===== config.mk =====
export PLATFORM = sky130hd
export DESIGN_NAME = dac_serial_latch
export DESIGN_NICKNAME = d
export VERILOG_FILES = /design/src/rtl/dsl_pkg.sv /design/src/rtl/dsl_sync_edge.sv /design/src/rtl/dsl_shift_reg.sv /design/src/rtl/dsl_hold_reg.sv /design/src/rtl/dac_serial_latch.sv
export SDC_FILE = /design/constraint.sdc
export NUM_CORES = 1
export LEC_CHECK = 0
export ABC_AREA = 1
export BUFFER_PORTS_ARGS = -buffer_cell sky130_fd_sc_hd__clkbuf_2
export CAP_MARGIN = 10
export CORE_MARGIN = 4
export CORE_UTILIZATION = 44
export CTS_BUF_LIST = sky130_fd_sc_hd__clkbuf_4 sky130_fd_sc_hd__clkbuf_8
export CTS_CLUSTER_SIZE = 24
export DETAILED_ROUTE_END_ITERATION = 8
export HOLD_SLACK_MARGIN = 0.15
export PLACE_DENSITY = 0.69
export SYNTH_ARGS = -nofsm -noshare
export SYNTH_HDL_FRONTEND = slang
export SYNTH_HIERARCHICAL = 1
export SYNTH_SLANG_ARGS = --single-unit

===== constraint.sdc =====
create_clock -name clk_i -period 1.2 [get_ports clk_i]
set_clock_uncertainty 0.05 [all_clocks]
set_input_delay 0.18 -clock clk_i [delete_from_list [all_inputs] [get_ports clk_i]]
set_output_delay 0.18 -clock clk_i [all_outputs]
set_load 0.05 [all_outputs]

===== src/rtl/dsl_pkg.sv =====
package dsl_pkg;
  localparam int unsigned NUM_PINS = 3;
  localparam int unsigned IDX_SCLK = 0;
  localparam int unsigned IDX_SDI  = 1;
  localparam int unsigned IDX_CSN  = 2;
  // idle levels: clock low, data low, select released
  localparam logic [NUM_PINS-1:0] PIN_IDLE = 3'b100;
endpackage


===== src/rtl/dsl_sync_edge.sv =====
module dsl_sync_edge #(
  parameter int unsigned WIDTH  = 3,
  parameter int unsigned STAGES = 2,
  parameter logic [WIDTH-1:0] RESET_VAL = '0
) (
  input  logic             clk_i,
  input  logic             rst_ni,
  input  logic [WIDTH-1:0] async_i,
  output logic [WIDTH-1:0] level_o,
  output logic [WIDTH-1:0] rise_o
);
  initial begin
    a_stages_min: assert (STAGES >= 2);
  end

  for (genvar b = 0; b < WIDTH; b++) begin : g_bit
    logic [STAGES-1:0] chain_q;
    logic              last_q;

    always_ff @(posedge clk_i or negedge rst_ni) begin
      if (!rst_ni) begin
        chain_q <= {STAGES{RESET_VAL[b]}};
        last_q  <= RESET_VAL[b];
      end else begin
        chain_q <= {chain_q[STAGES-2:0], async_i[b]};
        last_q  <= chain_q[STAGES-1];
      end
    end

    assign level_o[b] = chain_q[STAGES-1];
    assign rise_o[b]  = chain_q[STAGES-1] & ~last_q;

    // an edge is reported for one cycle only
    a_r4_rise_single: assert property (@(posedge clk_i) disable iff (!rst_ni)
      rise_o[b] |=> !rise_o[b]);
  end
endmodule


===== src/rtl/dsl_shift_reg.sv =====
module dsl_shift_reg #(
  parameter int unsigned WIDTH = 12
) (
  input  logic             clk_i,
  input  logic             rst_ni,
  input  logic             shift_en_i,
  input  logic             bit_i,
  output logic [WIDTH-1:0] word_o
);
  always_ff @(posedge clk_i or negedge rst_ni) begin
    if (!rst_ni)         word_o <= '0;
    else if (shift_en_i) word_o <= {word_o[WIDTH-2:0], bit_i};
  end

  // new bit enters at the bottom, older bits move toward the top
  a_r2_msb_first: assert property (@(posedge clk_i) disable iff (!rst_ni)
    shift_en_i |=> (word_o[0] == $past(bit_i)) &&
                   (word_o[WIDTH-1:1] == $past(word_o[WIDTH-2:0])));
endmodule


===== src/rtl/dsl_hold_reg.sv =====
module dsl_hold_reg #(
  parameter int unsigned WIDTH = 12
) (
  input  logic             clk_i,
  input  logic             rst_ni,
  input  logic             load_i,
  input  logic [WIDTH-1:0] word_i,
  output logic [WIDTH-1:0] code_o,
  output logic             update_o
);
  always_ff @(posedge clk_i or negedge rst_ni) begin
    if (!rst_ni) begin
      code_o   <= '0;
      update_o <= 1'b0;
    end else begin
      update_o <= load_i && (word_i != code_o);
      if (load_i) code_o <= word_i;
    end
  end

  a_r4_code_stable: assert property (@(posedge clk_i) disable iff (!rst_ni)
    !load_i |=> $stable(code_o));

  a_r7_single_pulse: assert property (@(posedge clk_i) disable iff (!rst_ni)
    update_o |=> !update_o);

  a_r7_pulse_on_change: assert property (@(posedge clk_i) disable iff (!rst_ni)
    update_o |-> code_o != $past(code_o));
endmodule


===== src/rtl/dac_serial_latch.sv =====
module dac_serial_latch #(
  parameter int unsigned CODE_W      = 12,
  parameter int unsigned SYNC_STAGES = 2
) (
  input  logic              clk_i,
  input  logic              rst_ni,
  input  logic              sclk_i,
  input  logic              sdi_i,
  input  logic              cs_ni,
  output logic [CODE_W-1:0] code_o,
  output logic              update_o
);
  import dsl_pkg::*;

  logic [NUM_PINS-1:0] pins_raw;
  logic [NUM_PINS-1:0] pins_lvl;
  logic [NUM_PINS-1:0] pins_rise;
  logic                shift_en;
  logic                commit;
  logic [CODE_W-1:0]   shift_word;

  always_comb begin
    pins_raw           = '0;
    pins_raw[IDX_SCLK] = sclk_i;
    pins_raw[IDX_SDI]  = sdi_i;
    pins_raw[IDX_CSN]  = cs_ni;
  end

  dsl_sync_edge #(
    .WIDTH    (NUM_PINS),
    .STAGES   (SYNC_STAGES),
    .RESET_VAL(PIN_IDLE)
  ) u_sync (
    .clk_i  (clk_i),
    .rst_ni (rst_ni),
    .async_i(pins_raw),
    .level_o(pins_lvl),
    .rise_o (pins_rise)
  );

  assign shift_en = pins_rise[IDX_SCLK] & ~pins_lvl[IDX_CSN];
  // release of select commits, regardless of bit count
  assign commit   = pins_rise[IDX_CSN];

  dsl_shift_reg #(.WIDTH(CODE_W)) u_shift (
    .clk_i     (clk_i),
    .rst_ni    (rst_ni),
    .shift_en_i(shift_en),
    .bit_i     (pins_lvl[IDX_SDI]),
    .word_o    (shift_word)
  );

  dsl_hold_reg #(.WIDTH(CODE_W)) u_hold (
    .clk_i   (clk_i),
    .rst_ni  (rst_ni),
    .load_i  (commit),
    .word_i  (shift_word),
    .code_o  (code_o),
    .update_o(update_o)
  );

  a_r3_idle_when_deselected: assert property (@(posedge clk_i) disable iff (!rst_ni)
    pins_lvl[IDX_CSN] |=> $stable(shift_word));

  a_r4_commit_only_deselected: assert property (@(posedge clk_i) disable iff (!rst_ni)
    !pins_lvl[IDX_CSN] |=> $stable(code_o));
endmodule


==> qor.csv <==
stage,metric,value,unit
floorplan,core,3028,um^2
global_routing,grt_pass1_vias,1016,
clock_network,clock_latency,320,ps
clock_network,cts_buffer_depth,2,
power_and_ir_drop,netSwitchingFraction,34.30,%
clock_network,clockRootBuffer,clkbuf_4,
power_and_ir_drop,clkPwrFrac,21.4,%
finish,nets,206,
global_routing,grt-ovfl-total,0,
critical_path,setup.worst_path.start_class,flop,
timing,setup_violations,0,
global_routing,grt_pass1_wl,4.402,mm
clock_network,clock-sinks,33,
timing,worst_slew_pin_slew,442.2,ps
critical_path,reg2reg_slack,40,ps
route,ant_nets,0,
finish,mostFrequentLayoutCell,nand2_1,
route,drc,0,
critical_path,crit_fanout,3,
route,num_vias,1072,
power_and_ir_drop,powerDensity,1673,nW/um^2
critical_path,path_common_cell,nand2_1,
critical_path,regToRegEndpoint,u_hold/update_o,
finish,antennaDiodeCount,0,
timing,hold_violations,0,
logic_synthesis,synth_warnings,6,
placed_design,dp_hpwl,1.759,mm
power_and_ir_drop,combPwrFrac,32.5,%
critical_path,arrival,1310,ps
power_and_ir_drop,p_leak,0.0009505,uW
power_and_ir_drop,power_switching,1068,uW
critical_path,critical_path.max_stage_delay,400,ps
timing,min_period,1158,ps
critical_path,critical_path_class,reg -> reg,
placed_design,port_buffers,17,
clock_network,path_clk_slew,100,ps
timing,drv_slew,0,
finish,fill_cells,250,
global_routing,antenna_found_initial,0,
placed_design,routabilityCongestion,0.7730,
floorplan,row_count,20,
route,post_drt_wl_per_cell,10.23,um
logic_synthesis,synth_fp_nets,171,
route,viasPerCell,4.358,
finish,finalNonFillerCells,246,
timing,fmax,863.7,MHz
critical_path,critical_path.cell_chain,"inv_1, nand2_1, nand2_1, nor2_1, nand2_1, nor2_2, a21oi_2",
floorplan,die_h,64.18,um
run,timing.max_cap.violations,0,
critical_path,critPathCaptureType,flop,
logic_synthesis,syn_avg_cell_area,8.366,um^2
finish,post-route-util,61.49,%
run_status,outcome,completed,
route,dr.pass1.iters,4,
route,drt_iter0_markers,52,
floorplan,io_pins,18,
power_and_ir_drop,p_int,2046,uW
placed_design,pre_cts_slack,0.8971,ps
floorplan,start_util,45.87,%
timing,relSlewSlack,70.52,%
finish,final_cell_mix,"84 x nand2_1, 19 x inv_1, 19 x dfrtp_1",
floorplan,dieArea,4119,um^2
floorplan,die_w,64.18,um
critical_path,slowest_stage,dfrtp_2,
placed_design,dp_cells,226,
timing,post-route-period-util,96.49,%
clock_network,htree_levels,2,
finish,regArea,843.3,um^2
finish,layout-drive-gt1-share,29.70,%
worst_hold_path,hold_class,in -> async,
clock_network,cts_tree,yes,
timing,setup_ws,42.18,ps
logic_synthesis,syn_area,1389,um^2
global_routing,grtUsageTotal,13.92,%
critical_path,r2r-start,u_hold/code_o[7],
critical_path,rr_worst_depth,7,
finish,multi_input_area,455.4,um^2
timing,rsz0062_at_grt,yes,
power_and_ir_drop,peakVddDrop,0.0008271,V
finish,synthToLayoutAreaGrowth,34.05,%
critical_path,crit_required,1350,ps
global_routing,grt_start_max_net_pins,18,
route,wl,2.516,mm
logic_synthesis,netlist_instances,166,
timing,setup_tns,0,ps
power_and_ir_drop,p_seq_share,46.1,%
clock_network,cts_inserted_buffers,5,
-- area by class of cell --
cell class | instances | area share [%]
Tap cell | 44 | 2.957
Timing Repair Buffer | 34 | 19.49
Inverter | 21 | 4.234
Multi-Input combinational cell | 106 | 24.46
Clock buffer | 8 | 3.562
Sequential cell | 33 | 45.30
-- per-layer routing --
metal / GRT usage, % / wire [um] / vias to the layer above
met4: 5.541 / 13 / 0
met1: 17.22 / 1103 / 488
met5: 0 / 0 / -
li1: - / - / 556
met2: 22.19 / 1252 / 26
met3: 4.921 / 146 / 2
-- per-stage QoR --
stage	cell area [um^2]	power, uW	hold WS (ps)
after detailed placement	1558	2186	97.10
after global routing	1862	3338	286.3
after floorplan	1399	1979	-165.6
final	1862	3114	271.7
after CTS	1769	3001	267.4
after global placement	1558	2157	81.47
-- flip-flops by register name, summed over array words and instances (netlist names) --
register and flops:
u_hold/code_o 12, u_hold/update_o 1, u_shift/word_o 12, u_sync/g_bit.chain_q 6, u_sync/g_bit.last_q 2
-- power groups by stage --
| stage | Combinational (uW) | Sequential (uW) | Clock (uW) |
|---|---|---|---|
| after floorplan | 322 | 1660 | 0 |
| after global placement | 726 | 1430 | 0 |
| after detailed placement | 747 | 1440 | 0 |
| after CTS | 872 | 1430 | 702 |
| after global routing | 1100 | 1470 | 771 |
| final | 1010 | 1440 | 667 |
-- how the worst max path moves through the flow --
| stage | start | end | slack (ps) | depth (start not counted) |
|---|---|---|---|---|
| 2_1_floorplan | u_hold/code_o[9] | u_hold/update_o | 20 | 4 |
| 3_3_place_gp | u_sync/g_bit[2].chain_q[1] | u_hold/code_o[7] | 40 | 4 |
| 3_5_place_dp | u_sync/g_bit[2].chain_q[1] | u_hold/code_o[2] | 0.9 | 4 |
| 4_1_cts | u_hold/code_o[10] | code_o[10] | 2 | 1 |
| 5_1_grt | u_hold/code_o[7] | u_hold/update_o | -20 | 7 |
| 6_report | u_hold/code_o[7] | u_hold/update_o | 40 | 7 |
-- repair_timing --
action                                  4_1_cts  5_1_grt
endpoints found under the hold margin        36        0
resized for setup                            23       24
hold buffers                                  4        0
endpoints found under the setup margin       14       32
buffers inserted                              1        7
-- worst max-delay path: cells and delay by family (launching register included) --
family,cells,cell delay (ps)
compound gates,1,70
flops,1,400
buf+inv,1,50
simple gates,5,470
Note: power is estimated with default switching activity, not from simulation.
